### config.mk
export PLATFORM = sky130hd
export DESIGN_NAME = lp_seq_ctrl
export DESIGN_NICKNAME = d
export VERILOG_FILES = /design/src/rtl/lp_seq_pkg.sv /design/src/rtl/lp_wake_qual.sv /design/src/rtl/lp_hold_cnt.sv /design/src/rtl/lp_fsm.sv /design/src/rtl/lp_out_dec.sv /design/src/rtl/lp_seq_ctrl.sv
export SDC_FILE = /design/constraint.sdc
export NUM_CORES = 1
export LEC_CHECK = 0
export ABC_AREA = 1
export BUFFER_PORTS_ARGS = -buffer_cell sky130_fd_sc_hd__clkbuf_2
export CAP_MARGIN = 25
export CORE_AREA = 4 4 41 43
export DETAILED_ROUTE_END_ITERATION = 7
export DIE_AREA = 0 0 45 47
export PLACE_DENSITY_LB_ADDON = 0.08
export SLEW_MARGIN = 25
export SYNTH_ARGS = -nofsm -noshare
export SYNTH_HDL_FRONTEND = slang
export SYNTH_HIERARCHICAL = 1
export SYNTH_SLANG_ARGS = --single-unit
export TNS_END_PERCENT = 100
### constraint.sdc
create_clock -name clk_i -period 1.6 [get_ports clk_i]
set_input_delay 0.4 -clock clk_i [delete_from_list [all_inputs] [get_ports clk_i]]
set_output_delay 0.4 -clock clk_i [all_outputs]
set_load 0.1 [all_outputs]
### src/rtl/lp_seq_pkg.sv
package lp_seq_pkg;
  typedef enum logic [2:0] {
    ST_RUN  = 3'd0,
    ST_IDLE = 3'd1,
    ST_PRE  = 3'd2,
    ST_DS0  = 3'd3,
    ST_DS1  = 3'd4,
    ST_DS2  = 3'd5,
    ST_WAKE = 3'd6
  } lp_state_e;

  typedef struct packed {
    logic pwr;
    logic rst;
    logic clk_en;
    logic rco_en;
  } lp_ctrl_t;
endpackage

### src/rtl/lp_wake_qual.sv
module lp_wake_qual #(
  parameter int N_TMR = 2,
  parameter int N_EXT = 4
) (
  input  logic             irq_i,
  input  logic [N_TMR-1:0] tmr_i,
  input  logic [N_EXT-1:0] ext_i,
  input  logic             dbg_sys_i,
  input  logic             dbg_att_i,
  input  logic             xtal_ok_i,
  output logic             idle_wake_o,
  output logic             ds0_wake_o,
  output logic             ds1_wake_o,
  output logic             ds2_wake_o
);
  logic any_tmr, any_ext, any_dbg;

  always_comb begin
    any_tmr     = |tmr_i;
    any_ext     = |ext_i;
    any_dbg     = dbg_sys_i | dbg_att_i;
    idle_wake_o = irq_i;
    // core stays powered in level 0, so the rc and its timers keep working
    ds0_wake_o  = irq_i | any_tmr | any_ext | dbg_sys_i;
    ds1_wake_o  = any_tmr | any_ext | any_dbg;
    // rc is off in level 2: timers need the crystal
    ds2_wake_o  = (any_tmr & xtal_ok_i) | any_ext | any_dbg;
  end
endmodule

### src/rtl/lp_hold_cnt.sv
module lp_hold_cnt #(
  parameter int HOLD_CYC = 8
) (
  input  logic clk_i,
  input  logic rst_ni,
  input  logic run_i,
  output logic done_o
);
  localparam int CW = (HOLD_CYC > 2) ? $clog2(HOLD_CYC) : 1;
  localparam logic [CW-1:0] LAST = CW'(HOLD_CYC - 1);

  logic [CW-1:0] cnt_q;

  always_ff @(posedge clk_i or negedge rst_ni) begin
    if (!rst_ni)                    cnt_q <= '0;
    else if (!run_i || done_o)      cnt_q <= '0;
    else                            cnt_q <= cnt_q + 1'b1;
  end

  assign done_o = run_i && (cnt_q == LAST);

  AST_CNT_BOUND: assert property (@(posedge clk_i) disable iff (!rst_ni)
    cnt_q <= LAST);
  AST_CNT_IDLE: assert property (@(posedge clk_i) disable iff (!rst_ni)
    !run_i |=> cnt_q == '0);
endmodule

### src/rtl/lp_fsm.sv
module lp_fsm
  import lp_seq_pkg::*;
(
  input  logic      clk_i,
  input  logic      rst_ni,
  input  logic      wfi_i,
  input  logic      deep_sel_i,
  input  logic      dbg_sys_i,
  input  logic      dbg_att_i,
  input  logic      lvl2_sel_i,
  input  logic      idle_wake_i,
  input  logic      ds0_wake_i,
  input  logic      ds1_wake_i,
  input  logic      ds2_wake_i,
  input  logic      hold_done_i,
  output lp_state_e st_o
);
  lp_state_e st_q, st_d;

  always_comb begin
    st_d = st_q;
    unique case (st_q)
      ST_RUN:  if (wfi_i) st_d = deep_sel_i ? ST_PRE : ST_IDLE;
      ST_IDLE: if (idle_wake_i) st_d = ST_RUN;
      ST_PRE: begin
        // depth chosen from the debugger lines at the moment of leaving
        if (!dbg_sys_i) begin
          if (dbg_att_i)       st_d = ST_DS0;
          else if (lvl2_sel_i) st_d = ST_DS2;
          else                 st_d = ST_DS1;
        end
      end
      ST_DS0:  if (ds0_wake_i) st_d = ST_RUN;
      ST_DS1:  if (ds1_wake_i) st_d = ST_WAKE;
      ST_DS2:  if (ds2_wake_i) st_d = ST_WAKE;
      ST_WAKE: if (hold_done_i) st_d = ST_RUN;
      default: st_d = ST_RUN;
    endcase
  end

  always_ff @(posedge clk_i or negedge rst_ni) begin
    if (!rst_ni) st_q <= ST_RUN;
    else         st_q <= st_d;
  end

  assign st_o = st_q;

  AST_PRE_HOLD: assert property (@(posedge clk_i) disable iff (!rst_ni)
    (st_q == ST_PRE && dbg_sys_i) |=> st_q == ST_PRE);
  AST_DS0_PICK: assert property (@(posedge clk_i) disable iff (!rst_ni)
    (st_q == ST_PRE && !dbg_sys_i && dbg_att_i) |=> st_q == ST_DS0);
  AST_WAKE_HOLD: assert property (@(posedge clk_i) disable iff (!rst_ni)
    (st_q == ST_WAKE && !hold_done_i) |=> st_q == ST_WAKE);
  AST_DS0_NO_RST: assert property (@(posedge clk_i) disable iff (!rst_ni)
    (st_q == ST_DS0) |=> st_q != ST_WAKE);
endmodule

### src/rtl/lp_out_dec.sv
module lp_out_dec
  import lp_seq_pkg::*;
(
  input  lp_state_e st_i,
  output lp_ctrl_t  ctrl_o
);
  always_comb begin
    ctrl_o = '{pwr: 1'b1, rst: 1'b0, clk_en: 1'b0, rco_en: 1'b1};
    unique case (st_i)
      ST_RUN:  ctrl_o.clk_en = 1'b1;
      ST_IDLE, ST_PRE, ST_DS0: ;
      ST_DS1:  begin ctrl_o.pwr = 1'b0; ctrl_o.rst = 1'b1; end
      ST_DS2:  begin ctrl_o.pwr = 1'b0; ctrl_o.rst = 1'b1; ctrl_o.rco_en = 1'b0; end
      ST_WAKE: ctrl_o.rst = 1'b1;
      default: ctrl_o.clk_en = 1'b1;
    endcase
  end
endmodule

### src/rtl/lp_seq_ctrl.sv
module lp_seq_ctrl
  import lp_seq_pkg::*;
#(
  parameter int N_TMR    = 2,
  parameter int N_EXT    = 4,
  parameter int HOLD_CYC = 8
) (
  input  logic             clk_i,
  input  logic             rst_ni,
  input  logic             wfi_i,
  input  logic             deep_sel_i,
  input  logic             dbg_sys_req_i,
  input  logic             dbg_att_i,
  input  logic             lvl2_sel_i,
  input  logic             xtal_ok_i,
  input  logic             irq_i,
  input  logic [N_TMR-1:0] wake_tmr_i,
  input  logic [N_EXT-1:0] wake_ext_i,
  output logic             core_pwr_o,
  output logic             core_rst_o,
  output logic             cpu_clk_en_o,
  output logic             rco_en_o,
  output logic [2:0]       state_o
);
  logic      idle_wake, ds0_wake, ds1_wake, ds2_wake, hold_done;
  lp_state_e st;
  lp_ctrl_t  ctrl;

  lp_wake_qual #(.N_TMR(N_TMR), .N_EXT(N_EXT)) i_wake (
    .irq_i       (irq_i),
    .tmr_i       (wake_tmr_i),
    .ext_i       (wake_ext_i),
    .dbg_sys_i   (dbg_sys_req_i),
    .dbg_att_i   (dbg_att_i),
    .xtal_ok_i   (xtal_ok_i),
    .idle_wake_o (idle_wake),
    .ds0_wake_o  (ds0_wake),
    .ds1_wake_o  (ds1_wake),
    .ds2_wake_o  (ds2_wake)
  );

  lp_hold_cnt #(.HOLD_CYC(HOLD_CYC)) i_hold (
    .clk_i  (clk_i),
    .rst_ni (rst_ni),
    .run_i  (st == ST_WAKE),
    .done_o (hold_done)
  );

  lp_fsm i_fsm (
    .clk_i       (clk_i),
    .rst_ni      (rst_ni),
    .wfi_i       (wfi_i),
    .deep_sel_i  (deep_sel_i),
    .dbg_sys_i   (dbg_sys_req_i),
    .dbg_att_i   (dbg_att_i),
    .lvl2_sel_i  (lvl2_sel_i),
    .idle_wake_i (idle_wake),
    .ds0_wake_i  (ds0_wake),
    .ds1_wake_i  (ds1_wake),
    .ds2_wake_i  (ds2_wake),
    .hold_done_i (hold_done),
    .st_o        (st)
  );

  lp_out_dec i_dec (
    .st_i   (st),
    .ctrl_o (ctrl)
  );

  assign core_pwr_o   = ctrl.pwr;
  assign core_rst_o   = ctrl.rst;
  assign cpu_clk_en_o = ctrl.clk_en;
  assign rco_en_o     = ctrl.rco_en;
  assign state_o      = st;

  AST_TMR_MASK: assert property (@(posedge clk_i) disable iff (!rst_ni)
    (state_o == 3'd5 && !xtal_ok_i && wake_ext_i == '0 && !dbg_sys_req_i && !dbg_att_i)
      |=> state_o == 3'd5);
  AST_WFI_IGN: assert property (@(posedge clk_i) disable iff (!rst_ni)
    (state_o == 3'd1 && !irq_i) |=> state_o == 3'd1);
  AST_PWR_BEFORE_RUN: assert property (@(posedge clk_i) disable iff (!rst_ni)
    $fell(core_rst_o) |-> core_pwr_o && state_o == 3'd0);
  AST_DBG_WAKE: assert property (@(posedge clk_i) disable iff (!rst_ni)
    ((state_o == 3'd4 || state_o == 3'd5) && (dbg_sys_req_i || dbg_att_i))
      |=> state_o == 3'd6);
endmodule

==> results.py <==
metrics = {
    "yosys": {
        "ys_seq_area_frac": 0.255,
        "netlist_instances": 91,
        "yosysUniqueCellTypes": 19,
        "synth.cell_area_um2": 589,
        "ys_seq_elements": 6,
        "synthXorXnorAreaFrac": 0,
        "synth_ff_type": "dfrtp_1",
        "synth_edf_count": 0,
        "synth_fp_nets": 108,
        "synthAdderAreaFrac": 0.0425,
        "yosys_warnings": 6,
        "synth-compound-area-share": 0.0786,
        "yosys.area_share.simple": 0.471,
        "synth_top_family_by_area": "simple AND/OR/NAND/NOR gates",
        "async_reset_ff_frac": 1.00,
        "synth_mux_area_frac": 0,
        "syn_avg_cell_area_um2": 6.48,
    },
    "cts": {
        "clk_pin_slew_worst_paths_ns": 0.05,
        "clock-root-buffer": "clkbuf_4",
        "cts_made_buffers": 3,
        "cts_buffer_depth": 2,
        "cts_tree": "yes",
        "cts_max_level": 1,
        "clk_latency_ns": 0.25,
        "numClockSinks": 6,
    },
    "floorplan": {
        "io-pin-count": 22,
        "die-area_um2": 2120,
        "start_util": 0.453,
        "core_area_um2": 1300,
        "die_width_um": 45,
        "num_rows": 13,
        "die_y_um": 47,
    },
    "sta": {
        "fmax_mhz": 611,
        "setup_viol_count_final": 1,
        "fin_crit_sh": 1.02,
        "relSlewSlack": 0.871,
        "finalMaxSlewViolations": 0,
        "min_period_ns": 1.64,
        "rsz0062_at_grt": "yes",
        "final.setup_skew_ns": 0.00386,
        "setup_ws_ns": -0.0358,
        "hold_viol": 0,
        "tightest_slew_ns": 0.193,
        "setup_tns_ns": -0.0358,
    },
    "detailed_routing": {
        "viasPerCell": 4.80,
        "drt_first_pass_iters": 4,
        "via_count": 653,
        "initialDrtViolationCount": 16,
        "ant_nets": 0,
        "wl_per_cell_um": 10.8,
        "totalWireLength_um": 1460,
        "post-route-drc-count": 0,
    },
    "cells_and_area": {
        "insertedDiodeCount": 0,
        "fin_nets": 139,
        "drive_gt1_frac": 0.471,
        "area_growth_pct": 58.8,
        "postLayoutCoreUtil": 0.719,
        "instances_no_fill": 136,
    },
    "placement": {
        "numPortBuffers": 21,
        "place_ws_ns": 0.118,
        "gp_congestion": 0.886,
        "placedCellCount": 125,
        "dp_hpwl_um": 1120,
    },
    "job": {
        "drv_cap": 0,
    },
    "worst_setup_path": {
        "path_max_fanout": 6,
        "startpoint_type": "register",
        "end_kind": "output pin",
        "r2r_cells": 11,
        "critPathRequiredTime_ns": 1.20,
        "r2r-start": "i_fsm/st_o[0]",
        "r2r-end": "i_fsm/st_o[0]",
        "worstSetupStartpoint": "i_fsm/st_o[0]",
        "worst-setup-path-type": "reg -> out",
        "cp-endpoint": "cpu_clk_en_o",
        "worstPathArrival_ns": 1.24,
        "r2r_slack_ns": 0.02,
    },
    "pwr": {
        "internal_power_uw": 871,
        "power.density_nw_per_um2": 2120,
        "ir_drop_mv": 1.00,
        "leakage_nw": 0.484,
        "seqPwrFrac": 0.150,
        "comb_power_share": 0.774,
        "clock_power_share": 0.076,
        "power.switching_mw": 1.12,
        "swShare": 0.562,
        "finalPower_mw": 1.99,
    },
    "global_routing": {
        "antenna_found_initial": 0,
        "grt_usage": 0.163,
        "grt_pass1_vias": 647,
        "grt_pass1_wl_um": 2530,
        "grt_overflow": 0,
        "grt_max_degree": 11,
    },
    "outcome": {
        "outcome": "finished with violations",
        "violations": "setup timing",
    },
    "hold_path": {
        "hp-class": "reg -> reg",
    },
}
cell usage after synthesis (2+ instances only):
cell,number,share of area
a21oi_1,2,0.017
buf_6,3,0.057
dfrtp_1,6,0.25
ha_1,2,0.042
inv_1,8,0.051
inv_2,5,0.032
nand2_1,21,0.13
nand3_1,10,0.085
nand4_1,3,0.032
nor2_1,14,0.089
nor2_2,5,0.053
nor2_4,2,0.038
o21ai_0,4,0.034
per-stage QoR:
step                instance area (um^2)  hold WS, ns
finish                               936        0.439
global route                         936        0.472
CTS                                  930        0.445
detailed placement                   845        0.231
global placement                     845        0.229
floorplan                            642        0.104
kinds of logic after synthesis:
group / Yosys count
simple gates: 58
buf+inv: 17
fa+ha+maj: 2
flops: 6
compound gates: 8
worst min-delay path by stage:
| stage | start | endpoint | slack, ns | cells past startpoint |
|---|---|---|---|---|
| global placement | rst_ni | i_fsm/st_o[2] | 0.23 | 1 |
| finish | i_hold/cnt_q[0] | i_hold/cnt_q[0] | 0.44 | 1 |
| global route | i_hold/cnt_q[0] | i_hold/cnt_q[0] | 0.47 | 1 |
| detailed placement | rst_ni | i_fsm/st_o[2] | 0.23 | 1 |
| floorplan | rst_ni | i_hold/cnt_q[0] | 0.10 | 0 |
| CTS | i_hold/cnt_q[0] | i_hold/cnt_q[0] | 0.44 | 1 |
worst max-delay path, stage by stage, from the launching register on:
cell,delay (ns)
dfrtp_4,0.53
inv_4,0.08
nand2_4,0.05
a21oi_4,0.14
buf_12,0.19
layout make-up:
cell class / count / area [um^2]
clock buffer: 4 / 26.3
tap: 15 / 18.8
timing repair buffer: 30 / 288
fill: 109 / 365
sequential: 6 / 161
inverter: 13 / 56.3
multi-input combinational: 68 / 385
flip-flops by register name, indices dropped and copies added, names as in the netlist:
signal and cells:
i_hold/cnt_q 3, i_fsm/st_o 3
power groups by stage:
stage          Combinational, mW  Sequential [mW]  Clock (mW)
6_report                    1.54            0.297       0.151
2_1_floorplan              0.809            0.518           0
5_1_grt                     1.63            0.305       0.170
3_5_place_dp                1.40            0.333           0
4_1_cts                     1.53            0.289       0.156
3_3_place_gp                1.38            0.331           0
layout by cell type (no fill, tap or decap):
cell,count
nand2_1,18
nor2_1,14
clkbuf_2,14
nand3_1,9
buf_12,7
buf_4,6
inv_1,6
nor2_2,5
inv_2,4
o21ai_0,4
clkbuf_4,3
inv_4,3
nand2_2,3
nand4_1,3
dfrtp_4,3
dfrtp_1,3
a21oi_4,2
buf_6,2
nor2_4,2
ha_1,2
clkbuf_1,1
dlygate4sd3_1,1
nand3_2,1
nand2_4,1
nor3_2,1
nand3b_1,1
a21oi_1,1
o211ai_1,1
routing by layer:
metal  up-vias  part of all wire  global-route usage
li1        347                 -                   -
met2        19              0.54               0.322
met1       287              0.41               0.161
met3         0             0.044              0.0536
met4         0                 0              0.0409
met5         -                 0                   0
what timing repair did:
action,CTS,global route
setup buffers,6,0
setup endpoints to repair,2,5
pin swaps,2,0
hold buffers,1,0
hold endpoints to repair,6,0
resized for setup,1,2
Power figures use the tool's default switching activity.
